`src/rtl/ecu_pkg.sv`:
```
package ecu_pkg;

    localparam int DATA_W    = 32;
    localparam int SEL_W     = 6;
    localparam int EVT_LINES = 1 << SEL_W;

    // global control bit positions
    localparam int GC_MASTER    = 31;
    localparam int GC_SAT       = 30;
    localparam int GC_SPLIT_TOP = 24;   // split bit of physical n is GC_SPLIT_TOP - n
    localparam int GC_FREEZE    = 20;
    localparam int GC_MODE_HI   = 19;
    localparam int GC_MODE_LO   = 18;

    // per-counter control word occupies the top CC_W bits
    localparam int CC_W   = SEL_W + 4;
    localparam int CC_PAD = DATA_W - CC_W;

    // register map
    localparam int ADDR_GCTL = 0;
    localparam int ADDR_STAT = 1;
    localparam int ADDR_MASK = 2;
    localparam int CTL_BASE  = 8;
    localparam int CNT_BASE  = 16;

    typedef enum logic [1:0] {
        CM_SUPER = 2'd0,
        CM_HYPER = 2'd1,
        CM_PROB  = 2'd2,
        CM_ALL   = 2'd3
    } count_mode_e;

    typedef struct packed {
        logic [SEL_W-1:0] sel;
        logic             spare;
        logic             inv;
        logic             cyc;
        logic             en;
    } cctl_t;

endpackage

```
`src/rtl/ecu_event_qual.sv`:
```
module ecu_event_qual
    import ecu_pkg::*;
(
    input  logic                 clk,
    input  logic                 rst_n,
    input  logic [EVT_LINES-1:0] events,
    input  logic [SEL_W-1:0]     sel,
    input  logic                 inv,
    input  logic                 cyc,
    input  logic                 en,
    input  logic                 gate_ok,
    output logic                 inc
);

    typedef struct packed {
        logic prev;
    } qst_t;

    qst_t st_d, st_q;
    logic qual;
    logic pulse;

    always_comb begin
        st_d      = st_q;
        qual      = events[sel] ^ inv;
        st_d.prev = qual;
        pulse     = cyc ? qual : (qual & ~st_q.prev);
        inc       = pulse & en & gate_ok;
    end

    always_ff @(posedge clk or negedge rst_n) begin
        if (!rst_n) st_q <= '0;
        else        st_q <= st_d;
    end

endmodule

```
`src/rtl/ecu_phys_counter.sv`:
```
module ecu_phys_counter #(
    parameter int CW = 32
) (
    input  logic          clk,
    input  logic          rst_n,
    input  logic          split,
    input  logic          hold_max,
    input  logic          inc_lo,
    input  logic          inc_hi,
    input  logic          wr_en,
    input  logic [CW-1:0] wr_val,
    output logic [CW-1:0] value,
    output logic          ovf_lo,
    output logic          ovf_hi
);

    localparam int HW = CW / 2;

    typedef struct packed {
        logic [CW-1:0] cnt;
    } pst_t;

    pst_t st_d, st_q;
    logic [HW-1:0] lo_q, hi_q, lo_d, hi_d;

    always_comb begin
        st_d   = st_q;
        ovf_lo = 1'b0;
        ovf_hi = 1'b0;
        lo_q   = st_q.cnt[HW-1:0];
        hi_q   = st_q.cnt[CW-1:HW];
        lo_d   = lo_q;
        hi_d   = hi_q;
        if (wr_en) begin
            st_d.cnt = wr_val;
        end else if (!split) begin
            if (inc_lo) begin
                if (&st_q.cnt) begin
                    ovf_lo = 1'b1;
                    if (!hold_max) st_d.cnt = '0;
                end else begin
                    st_d.cnt = st_q.cnt + 1'b1;
                end
            end
        end else begin
            if (inc_lo) begin
                if (&lo_q) begin
                    ovf_lo = 1'b1;
                    if (!hold_max) lo_d = '0;
                end else begin
                    lo_d = lo_q + 1'b1;
                end
            end
            if (inc_hi) begin
                if (&hi_q) begin
                    ovf_hi = 1'b1;
                    if (!hold_max) hi_d = '0;
                end else begin
                    hi_d = hi_q + 1'b1;
                end
            end
            st_d.cnt = {hi_d, lo_d};
        end
        value = st_q.cnt;
    end

    always_ff @(posedge clk or negedge rst_n) begin
        if (!rst_n) st_q <= '0;
        else        st_q <= st_d;
    end

endmodule

```
`src/rtl/evt_counter_unit.sv`:
```
module evt_counter_unit
    import ecu_pkg::*;
#(
    parameter int NUM_PHYS = 4,
    parameter int ADDR_W   = 5
) (
    input  logic                 clk,
    input  logic                 rst_n,
    input  logic [EVT_LINES-1:0] events,
    input  logic [1:0]           priv_mode,
    input  logic                 bus_wr,
    input  logic                 bus_rd,
    input  logic [ADDR_W-1:0]    bus_addr,
    input  logic [DATA_W-1:0]    bus_wdata,
    output logic [DATA_W-1:0]    bus_rdata,
    output logic                 irq
);

    localparam int NUM_LOG = 2 * NUM_PHYS;

    function automatic logic [DATA_W-1:0] keep_bits();
        logic [DATA_W-1:0] m;
        m = '0;
        m[GC_MASTER]  = 1'b1;
        m[GC_SAT]     = 1'b1;
        m[GC_FREEZE]  = 1'b1;
        m[GC_MODE_HI] = 1'b1;
        m[GC_MODE_LO] = 1'b1;
        for (int n = 0; n < NUM_PHYS; n++) m[GC_SPLIT_TOP-n] = 1'b1;
        return m;
    endfunction

    localparam logic [DATA_W-1:0] GCTL_KEEP = keep_bits();

    typedef struct packed {
        logic [DATA_W-1:0]      gctl;
        logic [NUM_LOG-1:0]     mask;
        logic [NUM_LOG-1:0]     stat;
        cctl_t [NUM_LOG-1:0]    ctl;
        logic [DATA_W-1:0]      rdata;
    } ust_t;

    ust_t st_d, st_q;

    logic [NUM_PHYS-1:0][DATA_W-1:0] cnt_val;
    logic [NUM_PHYS-1:0]             cnt_wr;
    logic [NUM_PHYS-1:0]             split_w;
    logic [NUM_PHYS-1:0]             ovf_lo, ovf_hi;
    logic [NUM_LOG-1:0]              inc_vec;
    logic [NUM_LOG-1:0]              ovf_vec;
    logic [NUM_LOG-1:0]              stat_w;
    logic                            freeze_w;
    logic                            sat_w;
    logic                            gate_ok;
    logic [DATA_W-1:0]               rd_word;
    logic                            stat_rd;

    // gating shared by all logical counters
    always_comb begin
        freeze_w = st_q.gctl[GC_FREEZE];
        sat_w    = st_q.gctl[GC_SAT];
        gate_ok  = st_q.gctl[GC_MASTER] & ~freeze_w &
                   ((count_mode_e'(st_q.gctl[GC_MODE_HI:GC_MODE_LO]) == CM_ALL) |
                    (st_q.gctl[GC_MODE_HI:GC_MODE_LO] == priv_mode));
        stat_w   = st_q.stat;
    end

    genvar gk, gn;
    generate
        for (gk = 0; gk < NUM_LOG; gk++) begin : g_qual
            ecu_event_qual u_qual (
                .clk     (clk),
                .rst_n   (rst_n),
                .events  (events),
                .sel     (st_q.ctl[gk].sel),
                .inv     (st_q.ctl[gk].inv),
                .cyc     (st_q.ctl[gk].cyc),
                .en      (st_q.ctl[gk].en),
                .gate_ok (gate_ok),
                .inc     (inc_vec[gk])
            );
        end
        for (gn = 0; gn < NUM_PHYS; gn++) begin : g_phys
            assign split_w[gn]          = st_q.gctl[GC_SPLIT_TOP-gn];
            assign ovf_vec[gn]          = ovf_lo[gn];
            assign ovf_vec[gn+NUM_PHYS] = ovf_hi[gn];
            ecu_phys_counter #(.CW(DATA_W)) u_cnt (
                .clk      (clk),
                .rst_n    (rst_n),
                .split    (split_w[gn]),
                .hold_max (sat_w),
                .inc_lo   (inc_vec[gn]),
                .inc_hi   (inc_vec[gn+NUM_PHYS]),
                .wr_en    (cnt_wr[gn]),
                .wr_val   (bus_wdata),
                .value    (cnt_val[gn]),
                .ovf_lo   (ovf_lo[gn]),
                .ovf_hi   (ovf_hi[gn])
            );
        end
    endgenerate

    // register file, read mux and status
    always_comb begin
        st_d    = st_q;
        rd_word = '0;
        stat_rd = bus_rd && (bus_addr == ADDR_W'(ADDR_STAT));

        if (bus_addr == ADDR_W'(ADDR_GCTL)) rd_word = st_q.gctl;
        if (bus_addr == ADDR_W'(ADDR_STAT)) begin
            for (int k = 0; k < NUM_LOG; k++) rd_word[DATA_W-1-k] = st_q.stat[k];
        end
        if (bus_addr == ADDR_W'(ADDR_MASK)) begin
            for (int k = 0; k < NUM_LOG; k++) rd_word[DATA_W-1-k] = st_q.mask[k];
        end
        for (int k = 0; k < NUM_LOG; k++) begin
            if (bus_addr == ADDR_W'(CTL_BASE + k)) rd_word = {st_q.ctl[k], {CC_PAD{1'b0}}};
        end
        for (int n = 0; n < NUM_PHYS; n++) begin
            cnt_wr[n] = bus_wr && (bus_addr == ADDR_W'(CNT_BASE + n));
            if (bus_addr == ADDR_W'(CNT_BASE + n)) rd_word = cnt_val[n];
        end

        st_d.rdata = bus_rd ? rd_word : '0;
        st_d.stat  = (stat_rd ? '0 : st_q.stat) | ovf_vec;

        if (bus_wr) begin
            if (bus_addr == ADDR_W'(ADDR_GCTL)) st_d.gctl = bus_wdata & GCTL_KEEP;
            if (bus_addr == ADDR_W'(ADDR_MASK)) begin
                for (int k = 0; k < NUM_LOG; k++) st_d.mask[k] = bus_wdata[DATA_W-1-k];
            end
            for (int k = 0; k < NUM_LOG; k++) begin
                if (bus_addr == ADDR_W'(CTL_BASE + k)) st_d.ctl[k] = bus_wdata[DATA_W-1 -: CC_W];
            end
        end
    end

    always_ff @(posedge clk or negedge rst_n) begin
        if (!rst_n) st_q <= '0;
        else        st_q <= st_d;
    end

    assign bus_rdata = st_q.rdata;
    assign irq       = |(st_q.stat & st_q.mask);

endmodule

```
`config.mk`:
```
export PLATFORM = sky130hd
export DESIGN_NAME = evt_counter_unit
export DESIGN_NICKNAME = d
export VERILOG_FILES = /design/src/rtl/ecu_pkg.sv /design/src/rtl/ecu_event_qual.sv /design/src/rtl/ecu_phys_counter.sv /design/src/rtl/evt_counter_unit.sv
export SDC_FILE = /design/constraint.sdc
export NUM_CORES = 1
export LEC_CHECK = 0
export BUFFER_PORTS_ARGS = -buffer_cell sky130_fd_sc_hd__buf_2
export CAP_MARGIN = 40
export CELL_PAD_IN_SITES_DETAIL_PLACEMENT = 0
export CELL_PAD_IN_SITES_GLOBAL_PLACEMENT = 2
export CORE_MARGIN = 1
export CORE_UTILIZATION = 40
export CTS_CLUSTER_DIAMETER = 200
export CTS_CLUSTER_SIZE = 8
export DETAILED_ROUTE_END_ITERATION = 8
export PLACE_DENSITY = 0.78
export SYNTH_ARGS = -nofsm -noshare
export SYNTH_HDL_FRONTEND = slang
export SYNTH_SLANG_ARGS = --single-unit
```
`constraint.sdc`:
```
create_clock -name clk -period 5.4 [get_ports clk]
set_input_delay 0.54 -clock clk [delete_from_list [all_inputs] [get_ports clk]]
set_output_delay 0.54 -clock clk [all_outputs]
set_load 0.01 [all_outputs]
```
### Word level (Yosys, flattened, before mapping)

Cells that the tools add are included.

| operators by class | value |
|---|---|
| $add $sub $neg | 12 |
| order comparisons | 8 |
| equal/unequal tests | 32 |
| mux-type cells | 115 |
| bitwise logic cells | 46 |
| reduce and logical (&&, ||, !) cells | 45 |

Operator list:

| kind | number |
|---|---|
| 32-bit two-way mux | 31 |
| 16-bit two-way mux | 17 |
| 16-bit by 1-bit adder with 16-bit output, second input constant | 8 |
| 32-bit by 1-bit adder with 32-bit output, second input constant | 4 |
| 16-bit AND reduction | 8 |
| 32-bit AND reduction | 4 |
| 6-bit by 7-bit less-than comparator with 1-bit output, second input constant | 8 |
| 1-bit two-way mux | 56 |
| 1-bit binary-select mux with 6-bit select | 8 |
| 4-bit by 3-bit != test with 1-bit output, second input constant | 12 |
| 5-bit by 4-bit == test with 1-bit output, second input constant | 8 |
| 1-bit AND | 26 |
| 8-bit two-way mux | 3 |
| 5-bit == test, second input constant | 4 |
| 2-bit AND reduction | 10 |
| 4-bit AND reduction | 4 |
| 3-bit by 1-bit != test with 1-bit output, second input constant | 4 |
| 3-bit AND reduction | 4 |
| 3-bit nonzero test | 4 |
| 1-bit inverter | 9 |
| 8-bit AND | 1 |
| 8-bit bitwise OR | 1 |
| 2-bit nonzero test | 4 |
| 8-bit OR reduction | 1 |
| other kinds (8) | 19 |

| storage, ports and cells | value |
|---|---|
| flip-flop bits (word level) | 273 |
| bits of input ports | 107 |

### Logic depth before layout (Yosys ltp)

| logic depth | value |
|---|---|
| depth after elaboration | 17 |
| gate-level depth with buffers | 14 |

### Modules after synthesis

A second synthesis with hierarchy kept.

| second synthesis, totals | value |
|---|---|
| cells, all modules | 2293 |
| area, all modules | 22749.3 um^2 |

Modules (own cells, without submodules):

| module | times used | cells an instance | area each (um^2) |
|---|---|---|---|
| evt_counter_unit | 1 | 633 | 7458.4 |
| ecu_phys_counter at g_phys[0].u_cnt ... | 3 | 296 | 2442.3 |
| ecu_event_qual | 8 | 59 | 676.9 |
| ecu_phys_counter at g_phys[3].u_cnt | 1 | 300 | 2548.7 |

### Worst setup path after synthesis

Ideal clock, no wire load.

| timing path | value |
|---|---|
| path type | in2reg |
| start | input port events[9] |
| end | register g_phys[3].u_cnt.st_q (netlist bit g_phys[3].u_cnt.value[18]) |
| arrival | 3170 ps |
| data required time | 5331 ps |
| slack | 2162 ps |
| stages on the path | 11 |
| cell sequence | mux4_1 a22oi_1 nand2_1 a2111oi_0 a31oi_1 xnor2_1 o21a_1 or3_4 buf_6 or4_1 nand3_1 |

| between the ends | value |
|---|---|
| word-level cells in the longest chain between the ends | 9 |

RTL lines:

| what | line | RTL |
|---|---|---|
| start, declared | evt_counter_unit.sv:9 | `input logic [EVT_LINES-1:0] events,` |
| 1-bit binary-select mux with 6-bit select | ecu_event_qual.sv:25 | `qual = events[sel] ^ inv;` |
| 1-bit two-way mux (not written as such) | ecu_event_qual.sv:25 |  |
| 1-bit XOR | ecu_event_qual.sv:25 |  |
| 1-bit AND | ecu_event_qual.sv:27 | `pulse = cyc ? qual : (qual & ~st_q.prev);` |
| 1-bit two-way mux | ecu_event_qual.sv:27 |  |
| 1-bit AND (2 in a row) | ecu_event_qual.sv:28 | `inc = pulse & en & gate_ok;` |
| 3-bit by 1-bit != test with 1-bit output (no line) / 3-bit nonzero test (equally long branches) | - |  |
| 4-bit AND reduction (no line) * | - |  |
| end signal, assigned | ecu_phys_counter.sv:69 | `else st_q <= st_d;` |
| end, declared | ecu_phys_counter.sv:23 | `pst_t st_d, st_q;` |

Every way passes the cells marked *; elsewhere a longest branch is shown, timed or not. The select of a mux whose other input is x is not followed.
A chain may end at the register's enable or synchronous reset.

### Worst setup path in the final report

| timing path | value |
|---|---|
| start | register st_q[36] (netlist name) |
| end | register g_phys[0].u_cnt.st_q (netlist bit g_phys[0].u_cnt.value[13]) |

| between the ends | value |
|---|---|
| word-level cells in the longest chain between the ends | 9 |

RTL lines:

| what | line | RTL |
|---|---|---|
| start, declared | evt_counter_unit.sv:43 | `ust_t st_d, st_q;` |
| start signal, assigned | evt_counter_unit.sv:140 | `else st_q <= st_d;` |
| 1-bit binary-select mux with 6-bit select * | ecu_event_qual.sv:25 |  |
| 1-bit two-way mux (not written as such) * | ecu_event_qual.sv:25 |  |
| 1-bit XOR * | ecu_event_qual.sv:25 |  |
| named net g_qual[0].u_qual.qual | ecu_event_qual.sv:20 | `logic qual;` |
| 1-bit AND | ecu_event_qual.sv:27 |  |
| 1-bit two-way mux * | ecu_event_qual.sv:27 |  |
| 1-bit AND * (2 in a row) | ecu_event_qual.sv:28 |  |
| 2-bit nonzero test (no line) * | - |  |
| 3-bit AND reduction (no line) * | - |  |
| end signal, assigned | ecu_phys_counter.sv:69 |  |
| end, declared | ecu_phys_counter.sv:23 |  |

The timed path passes the listed nets; every way through them passes the cells marked *. The select of a mux whose other input is x is not followed.

==> impl_metrics.env <==
export IMPL_status="complete, no violations"
export IMPL_setup_violations=0
export IMPL_crit_top_cell="mux4_2"
export IMPL_grt_pass1_wl_um=132000
export IMPL_initialDrtViolationCount=2373
export IMPL_root_buffer="clkbuf_16"
export IMPL_hold_viol_final=0
export IMPL_io_pins=140
export IMPL_synth_area_um2=21000
export IMPL_crit_slowest_cell="dfrtp_1"
export IMPL_cts_hold_buf=0
export IMPL_drc_errors=0
export IMPL_synthDistinctLibCells=93
export IMPL_drive_gt1_frac=0.219
export IMPL_skew_ns=0.0233
export IMPL_postRouteAntennaNets=0
export IMPL_cp_start_kind="register"
export IMPL_clkSlewWorstSetupHoldPaths_ns=0.07
export IMPL_tns_ns=0
export IMPL_crit_path_max_fanout=13
export IMPL_seqCellArea_um2=6830
export IMPL_worst_slew_pin_slew_ns=0.995
export IMPL_period_share=0.779
export IMPL_yosys_top_cells_area="dfrtp_1 32%, mux4_2 13%, mux2_2 5.7%, mux2i_1 4.1%, nand2_1 3.9%"
export IMPL_leakage_nw=9.11
export IMPL_grt_max_degree=119
export IMPL_worstSetupPathType="reg2reg"
export IMPL_synth_top_cell_area_share=0.325
export IMPL_die_area_um2=53500
export IMPL_syn_avg_cell_area_um2=9.51
export IMPL_slew_viol_final=0
export IMPL_grt_setup_unrepaired="no"
export IMPL_numCtsBuffers=40
export IMPL_yosysSeqAreaShare=0.325
export IMPL_hp_class="in2async"
export IMPL_synth_compound_area_share=0.183
export IMPL_holdWs_ns=0.0179
export IMPL_clk_latency_ns=0.56
export IMPL_fp_row_count=83
export IMPL_avgViaCountPerCell=6.71
export IMPL_power_density_nw_per_um2=332
export IMPL_crit_chain="buf_4 -> mux4_2 -> mux4_2 -> mux2i_1 -> mux2_2 -> xnor2_4 -> nand2_4 -> a21oi_1 -> o21ai_0 -> nand3_1 -> o311ai_0"
export IMPL_place_gp_congestion=0.980
export IMPL_initial_core_util=0.407
export IMPL_worstPathRequired_ns=5.80
export IMPL_vias=19700
export IMPL_core_area_um2=51600
export IMPL_yosys_warnings=0
export IMPL_arrival_ns=4.61
export IMPL_synth_simple_area_share=0.178
export IMPL_grt_overflow=0
export IMPL_synth_xor_area_frac=0.0176
export IMPL_fmax_mhz=238
export IMPL_ys_async_sr_fraction=1.00
export IMPL_synth_top_family_by_area="multiplexers"
export IMPL_cts_tree="done"
export IMPL_synth_top_cell_by_area="dfrtp_1"
export IMPL_post_cts_setup_buffers=0
export IMPL_cp_end_kind="register"
export IMPL_syn_inst=2212
export IMPL_first_global_vias=19100
export IMPL_io_buffers=139
export IMPL_antenna_found_initial=2
export IMPL_cts_sinks=273
export IMPL_synth_area_mux_share=0.236
export IMPL_synth_flop_cell="dfrtp_1"
export IMPL_dr_pass1_iters=6
export IMPL_die_w_um=231
export IMPL_die_y_um=231
export IMPL_wl_per_cell_um=30.3
export IMPL_clockBufferDepth=3
export IMPL_min_period_ns=4.21
export IMPL_routed_wl_um=89200
export IMPL_htreeDepth=2
export IMPL_cts_resized=0
export IMPL_dp_hpwl_um=62600
export IMPL_ys_seq_elements=273
export IMPL_nFillCells=4996
export IMPL_grt_use_total=0.334
export IMPL_syn_num_nets=2327
export IMPL_max_stage_delay_ns=0.80
export IMPL_fin_nets=2371
export IMPL_max_cap_violations=0
export IMPL_syn_to_final_growth_pct=9.53
export IMPL_synthAdderAreaFrac=0.00476
export IMPL_multi_input_area_um2=13000
export IMPL_synth_edf_count=0
export IMPL_relSlewSlack=0.337
export IMPL_ir_worst_vdd_v=0.000214
-- worst max-delay path: cells and delay by family (launching register included) --
kind / cells / cell delay (ns)
xor+xnor: 1 / 0.16
mux: 4 / 1.39
compound gates: 3 / 1.06
simple gates: 2 / 0.31
buf+inv: 1 / 0.29
flops: 1 / 0.80
-- per-layer routing --
| layer | vias to the layer above | track usage | part of all wire |
|---|---|---|---|
| li1 | 8498 | - | - |
| met1 | 9963 | 0.464 | 0.42 |
| met2 | 1065 | 0.513 | 0.45 |
| met3 | 211 | 0.0703 | 0.090 |
| met4 | 2 | 0.117 | 0.034 |
| met5 | - | 0.00643 | 0.00045 |
-- through the flow --
| stage | worst slack [ns] | cells | total power (W) | area [um^2] | utilization |
|---|---|---|---|---|---|
| after floorplan | 2.16 | 2212 | 0.00449 | 21000 | - |
| after global placement | 1.27 | 2884 | 0.00528 | 21900 | 0.424 |
| after detailed placement | 1.17 | 2894 | 0.00532 | 22000 | 0.426 |
| after CTS | 1.15 | 2939 | 0.00764 | 23000 | 0.446 |
| after global routing | 0.875 | 2939 | 0.00799 | 23000 | 0.446 |
| final | 1.19 | 2940 | 0.00765 | 23000 | 0.446 |
-- state kept, by name, summed over array words and instances (netlist names) --
register / flops
split_w: 4
st_q: 91
bus_rdata: 32
freeze_w: 1
sat_w: 1
g_qual.u_qual.st_q: 8
stat_w: 8
g_phys.u_cnt.value: 128
-- synth_stat cells, drive strengths merged (16+ instances only) --
cell,count
o21ai,130
buf,75
nand3,101
nor2b,24
o211ai,21
nor3,45
mux2i,87
or3,27
xnor2,24
o31ai,16
xor2,16
mux2,106
clkbuf,110
nand4,20
a31oi,45
a22oi,56
nor2,172
and3,64
o311ai,18
nand2,222
a21oi,133
inv,38
dfrtp,273
a221oi,19
mux4,127
-- layout by cell type, fill, tap and decap left out, types with 10 or more instances in the layout --
master,count
a211oi_1,11
a21o_1,12
a21oi_1,133
a221o_1,11
a221oi_1,19
a22o_1,11
a22oi_1,56
a31oi_1,44
and2_1,14
and3_1,61
buf_2,140
buf_4,41
clkbuf_16,40
dfrtp_1,272
inv_1,38
mux2_2,106
mux2i_1,87
mux4_2,119
nand2_1,221
nand2b_1,12
nand3_1,101
nand4_1,20
nor2_1,172
nor2b_1,24
nor3_1,44
nor3b_1,10
o211ai_1,21
o21a_1,15
o21ai_0,128
o22ai_1,14
o311ai_0,18
o31ai_1,16
or2_2,12
or3_1,25
xnor2_1,23
xor2_1,16
-- where the power goes --
part	total (W)	internal, W	switching (W)	leakage (nW)
combinational	0.00229	0.00111	0.00118	5.12
clock	0.00229	0.00131	0.000980	0.511
sequential	0.00307	0.00240	0.000676	3.48
-- final cells by class --
class	instances	share of cell area
diodes	1	0.000109
clock buffers	42	0.0438
well taps	680	0.0369
repair buffers	188	0.0491
multi-input cells	1713	0.565
flip-flops and latches	273	0.297
clock inverters	3	0.00147
inverters	40	0.00652
-- final timing paths --
path	startpoint	end	slack [ns]	depth (start not counted)
max reg2reg	st_q[36]	g_phys[0].u_cnt.value[13]	1.19	11
min in group clk	bus_wdata[14]	g_phys[3].u_cnt.value[14]	0.27	3
max	st_q[36]	g_phys[0].u_cnt.value[13]	1.19	11
min reg2reg	stat_w[6]	stat_w[6]	0.50	2
max in group asynchronous	rst_n	st_q[47]	3.99	2
min	rst_n	st_q[86]	0.02	1
-- cell families (layout without fill, tap and decap cells) --
family	Yosys count	count (layout)
simple gates	767	767
compound gates	578	578
mux	320	320
flops	273	273
buf+inv	226	273
xor+xnor	40	40
fa+ha+maj	8	8
other cells	0	1
Power figures use the tool's default switching activity.
